### config.mk
export PLATFORM = sky130hd
export DESIGN_NAME = dac_update_ctrl
export DESIGN_NICKNAME = d
export VERILOG_FILES = /design/src/rtl/dacu_pkg.sv /design/src/rtl/dacu_pin_sync.sv /design/src/rtl/dacu_arbiter.sv /design/src/rtl/dacu_code_regs.sv /design/src/rtl/dac_update_ctrl.sv
export SDC_FILE = /design/constraint.sdc
export NUM_CORES = 1
export LEC_CHECK = 0
export CAP_MARGIN = 0
export CORE_ASPECT_RATIO = 0.75
export CORE_UTILIZATION = 53
export DETAILED_ROUTE_END_ITERATION = 8
export GPL_TIMING_DRIVEN = 0
export PLACE_DENSITY_LB_ADDON = 0.25
export SYNTH_ARGS = -nofsm -noshare
export SYNTH_HDL_FRONTEND = slang
export SYNTH_HIERARCHICAL = 1
export SYNTH_SLANG_ARGS = --single-unit
### constraint.sdc
create_clock -name clk -period 4.95 [get_ports clk]
set_clock_uncertainty 0.1 [all_clocks]
set_input_delay 0.99 -clock clk [delete_from_list [all_inputs] [get_ports clk]]
set_output_delay 0.99 -clock clk [all_outputs]
set_load 0.03 [all_outputs]
### src/rtl/dacu_pkg.sv
package dacu_pkg;
   typedef enum logic [1:0] {
      ACT_NONE  = 2'd0,
      ACT_INIT  = 2'd1,
      ACT_CLEAR = 2'd2,
      ACT_LOAD  = 2'd3
   } dacu_act_e;

   localparam int unsigned PIN_LDAC  = 0;
   localparam int unsigned PIN_CLR   = 1;
   localparam int unsigned PIN_RST   = 2;
   localparam int unsigned PIN_COUNT = 3;
endpackage

### src/rtl/dacu_pin_sync.sv
module dacu_pin_sync #(
   parameter int unsigned STAGES = 2
) (
   input  logic clk,
   input  logic rst_n,
   input  logic pin_n,
   output logic lvl,
   output logic rise,
   output logic fall
);
   generate
      if (STAGES < 2) begin : g_bad_stages
         $error("dacu_pin_sync: STAGES must be at least 2");
      end
   endgenerate

   logic [STAGES-1:0] chain_q;
   logic              prev_q;

   always_ff @(posedge clk or negedge rst_n) begin
      if (!rst_n) begin
         chain_q <= '1;
         prev_q  <= 1'b1;
      end else begin
         chain_q <= {chain_q[STAGES-2:0], pin_n};
         prev_q  <= chain_q[STAGES-1];
      end
   end

   assign lvl  = chain_q[STAGES-1];
   assign rise = lvl & ~prev_q;
   assign fall = ~lvl & prev_q;

   AST_EDGE_EXCLUSIVE: assert property (@(posedge clk) disable iff (!rst_n)
      $onehot0({rise, fall}));
endmodule

### src/rtl/dacu_arbiter.sv
module dacu_arbiter
   import dacu_pkg::*;
(
   input  logic      clk,
   input  logic      rst_n,
   input  logic      rst_lvl,
   input  logic      rst_rise,
   input  logic      rst_fall,
   input  logic      clr_lvl,
   input  logic      clr_rise,
   input  logic      clr_fall,
   input  logic      ld_lvl,
   input  logic      ld_rise,
   input  logic      ld_fall,
   input  logic      sw_load,
   input  logic      sw_clear,
   input  logic      sw_reset,
   output dacu_act_e act
);
   logic pins_free;

   always_comb begin
      if (!rst_lvl || rst_rise || sw_reset) act = ACT_INIT;
      else if (!clr_lvl)                    act = ACT_CLEAR;
      else if (!ld_lvl)                     act = ACT_LOAD;
      else if (sw_clear)                    act = ACT_CLEAR;
      else if (sw_load)                     act = ACT_LOAD;
      else                                  act = ACT_NONE;
   end

   assign pins_free = rst_lvl && !rst_rise && !sw_reset;

   AST_RESET_FALL_INIT: assert property (@(posedge clk) disable iff (!rst_n)
      rst_fall |-> act == ACT_INIT);
   AST_CLR_FALL_CLEARS: assert property (@(posedge clk) disable iff (!rst_n)
      (pins_free && clr_fall) |-> act == ACT_CLEAR);
   AST_LD_FALL_LOADS: assert property (@(posedge clk) disable iff (!rst_n)
      (pins_free && clr_lvl && ld_fall) |-> act == ACT_LOAD);
   AST_CLR_RISE_KEEPS: assert property (@(posedge clk) disable iff (!rst_n)
      (pins_free && clr_rise && ld_lvl && !sw_load && !sw_clear) |-> act == ACT_NONE);
   AST_LD_RISE_IDLES: assert property (@(posedge clk) disable iff (!rst_n)
      (pins_free && ld_rise && clr_lvl && !sw_load && !sw_clear) |-> act == ACT_NONE);
endmodule

### src/rtl/dacu_code_regs.sv
module dacu_code_regs
   import dacu_pkg::*;
#(
   parameter int unsigned         CODE_W   = 20,
   parameter logic [CODE_W-1:0]   DAC_INIT = '0,
   parameter logic [CODE_W-1:0]   CLR_INIT = '0
) (
   input  logic              clk,
   input  logic              rst_n,
   input  dacu_act_e         act,
   input  logic              dac_wr,
   input  logic              clr_wr,
   input  logic [CODE_W-1:0] wr_data,
   input  logic              fmt_offset_bin,
   output logic [CODE_W-1:0] dac_q,
   output logic [CODE_W-1:0] clr_q,
   output logic [CODE_W-1:0] code_q,
   output logic              upd_q
);
   localparam int unsigned MSB = CODE_W - 1;

   generate
      if (CODE_W < 2 || CODE_W > 32) begin : g_bad_width
         $error("dacu_code_regs: CODE_W must lie in 2..32");
      end
   endgenerate

   function automatic logic [CODE_W-1:0] to_unsigned(input logic [CODE_W-1:0] c,
                                                    input logic offset_bin);
      to_unsigned = offset_bin ? c : {~c[MSB], c[MSB-1:0]};
   endfunction

   logic [CODE_W-1:0] held_q, held_d, dac_d, clr_d, code_d;

   always_comb begin
      held_d = held_q;
      dac_d  = dac_wr ? wr_data : dac_q;
      clr_d  = clr_wr ? wr_data : clr_q;
      unique case (act)
         ACT_INIT: begin
            held_d = DAC_INIT;
            dac_d  = DAC_INIT;
            clr_d  = CLR_INIT;
         end
         ACT_CLEAR: begin
            held_d = clr_q;
            dac_d  = clr_q;
         end
         ACT_LOAD:  held_d = dac_q;
         default:   held_d = held_q;
      endcase
      code_d = to_unsigned(held_d, fmt_offset_bin);
   end

   always_ff @(posedge clk or negedge rst_n) begin
      if (!rst_n) begin
         dac_q  <= DAC_INIT;
         clr_q  <= CLR_INIT;
         held_q <= DAC_INIT;
         code_q <= to_unsigned(DAC_INIT, 1'b0);
         upd_q  <= 1'b0;
      end else begin
         dac_q  <= dac_d;
         clr_q  <= clr_d;
         held_q <= held_d;
         code_q <= code_d;
         upd_q  <= (code_d != code_q);
      end
   end

   AST_INIT_RESTORES: assert property (@(posedge clk) disable iff (!rst_n)
      act == ACT_INIT |=> (dac_q == DAC_INIT && clr_q == CLR_INIT && held_q == DAC_INIT));
   AST_CLEAR_COPIES: assert property (@(posedge clk) disable iff (!rst_n)
      act == ACT_CLEAR |=> (dac_q == $past(clr_q) && held_q == $past(clr_q)));
   AST_LOAD_TAKES: assert property (@(posedge clk) disable iff (!rst_n)
      act == ACT_LOAD |=> held_q == $past(dac_q));
   AST_NONE_HOLDS: assert property (@(posedge clk) disable iff (!rst_n)
      act == ACT_NONE |=> held_q == $past(held_q));
   AST_UPD_MARKS_CHANGE: assert property (@(posedge clk) disable iff (!rst_n)
      upd_q |-> code_q != $past(code_q));
   AST_NO_SILENT_CHANGE: assert property (@(posedge clk) disable iff (!rst_n)
      !upd_q |-> $stable(code_q));
endmodule

### src/rtl/dac_update_ctrl.sv
module dac_update_ctrl
   import dacu_pkg::*;
#(
   parameter int unsigned       CODE_W      = 20,
   parameter int unsigned       SYNC_STAGES = 2,
   parameter logic [CODE_W-1:0] DAC_INIT    = '0,
   parameter logic [CODE_W-1:0] CLR_INIT    = '0
) (
   input  logic              clk,
   input  logic              rst_n,
   input  logic              ldac_pin_n,
   input  logic              clr_pin_n,
   input  logic              rst_pin_n,
   input  logic              sw_load,
   input  logic              sw_clear,
   input  logic              sw_reset,
   input  logic              dac_wr,
   input  logic              clr_wr,
   input  logic [CODE_W-1:0] wr_data,
   input  logic              fmt_offset_bin,
   output logic [CODE_W-1:0] dac_reg_q,
   output logic [CODE_W-1:0] clear_code_q,
   output logic [CODE_W-1:0] out_code,
   output logic              out_upd
);
   logic [PIN_COUNT-1:0] pin_raw, pin_lvl, pin_rise, pin_fall;
   dacu_act_e            act;

   assign pin_raw[PIN_LDAC] = ldac_pin_n;
   assign pin_raw[PIN_CLR]  = clr_pin_n;
   assign pin_raw[PIN_RST]  = rst_pin_n;

   generate
      for (genvar p = 0; p < PIN_COUNT; p++) begin : g_pin
         dacu_pin_sync #(.STAGES(SYNC_STAGES)) u_sync (
            .clk   (clk),
            .rst_n (rst_n),
            .pin_n (pin_raw[p]),
            .lvl   (pin_lvl[p]),
            .rise  (pin_rise[p]),
            .fall  (pin_fall[p])
         );
      end
   endgenerate

   dacu_arbiter u_arb (
      .clk      (clk),
      .rst_n    (rst_n),
      .rst_lvl  (pin_lvl[PIN_RST]),
      .rst_rise (pin_rise[PIN_RST]),
      .rst_fall (pin_fall[PIN_RST]),
      .clr_lvl  (pin_lvl[PIN_CLR]),
      .clr_rise (pin_rise[PIN_CLR]),
      .clr_fall (pin_fall[PIN_CLR]),
      .ld_lvl   (pin_lvl[PIN_LDAC]),
      .ld_rise  (pin_rise[PIN_LDAC]),
      .ld_fall  (pin_fall[PIN_LDAC]),
      .sw_load  (sw_load),
      .sw_clear (sw_clear),
      .sw_reset (sw_reset),
      .act      (act)
   );

   dacu_code_regs #(
      .CODE_W   (CODE_W),
      .DAC_INIT (DAC_INIT),
      .CLR_INIT (CLR_INIT)
   ) u_regs (
      .clk            (clk),
      .rst_n          (rst_n),
      .act            (act),
      .dac_wr         (dac_wr),
      .clr_wr         (clr_wr),
      .wr_data        (wr_data),
      .fmt_offset_bin (fmt_offset_bin),
      .dac_q          (dac_reg_q),
      .clr_q          (clear_code_q),
      .code_q         (out_code),
      .upd_q          (out_upd)
   );
endmodule

==> results_dict.tcl, run 1 <==
set metrics [dict create \
    rows 25 \
    min_from "g_pin[2].u_sync/chain_q[0]" \
    drc 0 \
    timing.rr.start "g_pin[2].u_sync/prev_q" \
    grt_max_degree 70 \
    ir_worst_vdd_mv 0.224 \
    antenna_cells 0 \
    die_h_microns 72.1 \
    slew_viol_final 0 \
    initial_core_util_pct 55.0 \
    slew_headroom_pct 42.7 \
    root_buffer "clkbuf_8" \
    area_delta_synth_final_pct 34.5 \
    final_common_cell "clkdlybuf4s50_1" \
    syn_avg_cell_area_sq_um 10.4 \
    grt_pass1_vias 2779 \
    die_x_microns 95.5 \
    rsz0062_at_grt "false" \
    cts.path.max_buffers 2 \
    cts_tree "done" \
    setup_tns_ns 0 \
    grt_pass1_wl_microns 13900 \
    final-seq-area_sq_um 1740 \
    wl_per_cell_microns 17.1 \
    max_freq_ghz 0.275 \
    netlist_area_sq_um 3480 \
    grt_usage_pct 27.6 \
    cts_hold_buf 0 \
    hpwl_microns 6380 \
    dr.pass1.iters 5 \
    p_per_area_nw_per_um2 300 \
    core_area_sq_um 6320 \
    required_ns 5.12 \
    worstSkewPairLatency_ns 0.35 \
    cp_max_fo 10 \
    end_kind "flop" \
    antenna_found_initial 0 \
    cap_violations 0 \
    layout_worst_path_cycle_share_pct 73.4 \
    critPathBufInv 4 \
    portBuffers 90 \
    cp-start-kind "primary input" \
    overflow 0 \
    routed_wirelength_microns 8910 \
    ios 92 \
    multi_input_area_sq_um 1410 \
    cp_top_family "buffers and inverters" \
    fin_nets 470 \
    worst_slew_pin_slew_ns 0.860 \
    drt.antenna.violating_nets 0 \
    cp_data_arrival_time_ns 3.81 \
    cpPeakStageDelay_ns 0.46 \
    htree_levels 3 \
    hp-class "reg -> reg" \
    vias 2916 \
    whs_ns 0.258 \
    crit_path_top_delay_cell "clkbuf_1" \
    drive_gt1_share_pct 13.0 \
    postCtsSetupRepairBufs 0 \
    fillers 494 \
    netlist_instances 334 \
    finalSetupViolCount 0 \
    clk_pin_slew_ns 0.07 \
    fin_crit_ns 3.64 \
    criticalPathCategory "in -> reg" \
    finalHoldViolations 0 \
    cp_cell_sequence "clkdlybuf4s50_1, or3b_1, a31oi_1, inv_1, ha_1, clkbuf_1, clkbuf_1, a31oi_1, a21oi_1" \
    dieArea_sq_um 6890 \
    outcome "complete, no violations" \
    cts_sinks 69 \
    numCtsBuffers 9 \
    vias_per_cell 5.60 \
    yosys_warnings 6 \
    drt_iter0_drc 214 \
    layout_common_cells "clkdlybuf4s50_1, dfrtp_1, nor2_1, mux2i_1, inv_1" \
    postCtsResizedCells 0 \
    crit_start "sw_reset" \
    p_leak_uw 0.00204 \
    routabilityCongestion 0.842 \
    synth_fp_nets 369 \
]
-- metal layers --
layer | track usage, % | vias to the layer above | part of all wire, %
met5 | 0 | - | 0
met4 | 8.79 | 0 | 1.1
met3 | 7.02 | 14 | 9.1
met2 | 43.1 | 155 | 47
met1 | 37.9 | 1424 | 43
li1 | - | 1323 | -
-- per-stage QoR --
stage          cells  cell area (sq um)  power [uW]  util [%]  setup slack, ns
2_1_floorplan    334               3480         815         -             1.98
3_3_place_gp     505               4480         947      70.9            0.485
3_5_place_dp     505               4480         953      70.9             1.00
4_1_cts          521               4680        1410      74.0             1.36
5_1_grt          521               4680        1460      74.0             1.19
6_report         521               4680        1400      74.0             1.31
-- path summary, 6_finish.rpt --
check                      cells after the start                    endpoint  slack (ns)
hold reg to reg                                0  g_pin[2].u_sync/chain_q[1]        0.26
max in group asynchronous                      1            u_regs/held_q[4]        3.53
min in group asynchronous                      1           u_regs/held_q[11]        0.65
setup / recovery                               9            u_regs/dac_q[11]        1.31
setup reg to reg                               9            u_regs/dac_q[11]        1.78
hold / removal                                 0  g_pin[2].u_sync/chain_q[1]        0.26
-- area by class of cell --
type	instances	area share (%)
plain buffers	41	5.35
clock buffers	10	2.94
clock inverters	6	1.34
inverters	22	1.77
multi-input cells	202	30.1
flip-flops and latches	69	37.1
well taps	81	2.17
repair buffers	90	19.2
-- worst register-to-register path, cell delays in order, from the launching register on --
cell,delay [ns]
dfstp_2,0.52
nor2b_1,0.03
or3b_1,0.40
a31oi_1,0.37
inv_1,0.12
ha_1,0.36
clkbuf_1,0.39
clkbuf_1,0.46
a31oi_1,0.19
a21oi_1,0.17
-- power by group --
group / total [uW] / switching [uW] / leakage (uW) / internal (uW)
Sequential: 636 / 33.2 / 0.000904 / 602
Clock: 460 / 216 / 0.0000943 / 244
Combinational: 309 / 175 / 0.00105 / 134
-- sequential cells by signal, summed over array words and instances (netlist names) --
signal and count:
u_regs/clr_q 20, u_regs/dac_q 20, u_regs/held_q 20, g_pin.u_sync/chain_q 6, g_pin.u_sync/prev_q 1, u_regs/code_q 1, u_regs/upd_q 1
Power figures use the tool's default switching activity.
==> run 2, diff against run 1 <==
--- a/config.mk
+++ b/config.mk
@@ -7,7 +7,7 @@
 export LEC_CHECK = 0
 export CAP_MARGIN = 0
 export CORE_ASPECT_RATIO = 0.75
-export CORE_UTILIZATION = 53
+export CORE_UTILIZATION = 44
 export DETAILED_ROUTE_END_ITERATION = 8
 export GPL_TIMING_DRIVEN = 0
 export PLACE_DENSITY_LB_ADDON = 0.25
==> constraint.sdc (replaced) <==
create_clock -name clk -period 2.9 [get_ports clk]
set_clock_uncertainty 0.1 [all_clocks]
set_input_delay 0.58 -clock clk [delete_from_list [all_inputs] [get_ports clk]]
set_output_delay 0.58 -clock clk [all_outputs]
set_load 0.03 [all_outputs]
==> run 2 against run 1 <==
  * Wire length up 2.4%
  * Highest routed layer unchanged
  * Die area up 20%
  * Sequential share of layout area down 1.5 points
==> results_dict.tcl, run 2 (synthesis gave the netlist of run 1 again) <==
set metrics [dict create \
    outcome "complete, no violations" \
    cts_tree "done" \
    grt_max_degree 70 \
    wl_per_cell_microns 16.7 \
    vias 2879 \
    dr.pass1.iters 4 \
    setup_tns_ns 0 \
    hp-class "in -> async" \
    area_delta_synth_final_pct 40.1 \
    fin_crit_ns 2.73 \
    critPathBufInv 3 \
    drt.antenna.violating_nets 0 \
    root_buffer "clkbuf_8" \
    required_ns 3.07 \
    htree_levels 3 \
    slew_viol_final 0 \
    placed_area_sq_um 4500 \
    fin_nets 477 \
    reg_top3 "u_regs/clr_q: 20 flops, u_regs/dac_q: 20 flops, u_regs/held_q: 20 flops" \
    routabilityCongestion 0.812 \
    cp_cell_sequence "nor2b_1, or3b_4, a31oi_4, inv_1, ha_1, clkbuf_2, clkbuf_2, a31oi_1, a21oi_1" \
    slew_headroom_pct 42.1 \
    crit_path_top_delay_cell "dfstp_2" \
    met2_length_microns 4130 \
    drive_gt1_share_pct 19.1 \
    p_leak_uw 0.00210 \
    rows 27 \
    core_area_sq_um 7500 \
    path_common_cell "clkbuf_2" \
    top_layer "met4" \
    place_inst 525 \
    final-seq-area_sq_um 1740 \
    finalInstanceArea_sq_um 4870 \
    die_x_microns 105 \
    hpwl_microns 6440 \
    layout.cells.non_filler 547 \
    die_h_microns 79.0 \
    cp_top_family "buffers and inverters" \
    final_common_cell "clkdlybuf4s50_1" \
    dieArea_sq_um 8270 \
    cts_sinks 69 \
    wl_met1_microns 4190 \
    whs_ns 0.248 \
    layout_common_cells "clkdlybuf4s50_1, dfrtp_1, nor2_1, mux2i_1, buf_4" \
    layout_worst_path_cycle_share_pct 94.3 \
    numCtsBuffers 9 \
    routed_wirelength_microns 9120 \
    antenna_found_initial 0 \
    final_core_util_pct 64.9 \
    ios 92 \
    cp-start-kind "flop" \
    initial_core_util_pct 46.4 \
    cts.path.max_buffers 2 \
    vias_per_cell 5.26 \
    cpPeakStageDelay_ns 0.51 \
    ir_worst_vdd_mv 0.293 \
    drt_iter0_drc 169 \
    p_per_area_nw_per_um2 475 \
    end_kind "flop" \
    cp_data_arrival_time_ns 2.91 \
    grt_pass1_vias 2925 \
    cap_violations 0 \
    fillers 616 \
    criticalPathCategory "reg -> reg" \
    worst_slew_pin_slew_ns 0.869 \
    grt_pass1_wl_microns 14800 \
    grt_usage_pct 23.7 \
    cp_max_fo 10 \
    route.met3.wl_microns 722 \
    multi_input_area_sq_um 1530 \
    overflow 0 \
    finalSetupViolCount 0 \
    finalHoldViolations 0 \
    antenna_cells 0 \
    rsz0062_at_grt "false" \
    portBuffers 90 \
    worstSkewPairLatency_ns 0.35 \
    clk_pin_slew_ns 0.07 \
    max_freq_ghz 0.366 \
    drc 0 \
]
-- run 2: changes by cell type in the layout (fill, tap and decap cells not counted), moves of 2 or more --
cell | previous run | this run
clkbuf_1 | 12 | 9
a22oi_2 | 2 | 15
buf_4 | 21 | 27
clkinvlp_4 | 3 | 0
a22oi_1 | 18 | 5
clkbuf_2 | 0 | 6
buf_12 | 0 | 2
ha_1 | 4 | 2
ha_4 | 0 | 2
-- run 2: final cells by class --
| cell class | instances | area share, % |
|---|---|---|
| Sequential cell | 69 | 35.7 |
| Buffer | 41 | 5.86 |
| Clock inverter | 2 | 0.205 |
| Inverter | 22 | 1.70 |
| Multi-Input combinational cell | 202 | 31.4 |
| Timing Repair Buffer | 97 | 19.6 |
| Tap cell | 101 | 2.59 |
| Clock buffer | 13 | 3.06 |
-- run 2: timing repair --
item	4_1_cts	5_1_grt
hold buffers	0	0
gates resized for setup	19	20
pin swaps	2	8
endpoints found under the setup margin	21	20
buffers inserted	2	5
-- run 2: through the flow --
step | setup slack, ns | power (uW)
after floorplan | 0.339 | 1390
after global placement | -1.21 | 1620
after detailed placement | -0.720 | 1630
after CTS | 0.00750 | 2320
after global routing | 0.0106 | 2420
final | 0.166 | 2310
-- run 2: where the power goes --
part	total [uW]	internal, uW	switching (uW)
Sequential	1090	1030	62.9
Clock	667	327	340
Combinational	553	246	307
-- run 2: routing by layer --
layer / up-vias / track usage [%]
met2: 125 / 35.5
met5: - / 0
met4: 0 / 6.76
met3: 10 / 7.88
li1: 1339 / -
met1: 1405 / 32.9
-- run 2: final timing paths --
check,startpoint,end,slack [ns],cells past startpoint
max reg2reg,g_pin[2].u_sync/prev_q,u_regs/dac_q[18],0.17,9
min reg2reg,g_pin[2].u_sync/chain_q[0],g_pin[2].u_sync/chain_q[1],0.26,0
max,g_pin[2].u_sync/prev_q,u_regs/dac_q[18],0.17,9
min in group clk,g_pin[2].u_sync/chain_q[0],g_pin[2].u_sync/chain_q[1],0.26,0
min,rst_n,u_regs/held_q[0],0.25,1
max in group asynchronous,rst_n,u_regs/clr_q[10],1.89,1
-- run 2: worst reg2reg max path: stages, from the launching register on --
cell	delay, ns
dfstp_2	0.51
nor2b_1	0.04
or3b_4	0.40
a31oi_4	0.27
inv_1	0.10
ha_1	0.36
clkbuf_2	0.26
clkbuf_2	0.31
a31oi_1	0.14
a21oi_1	0.18
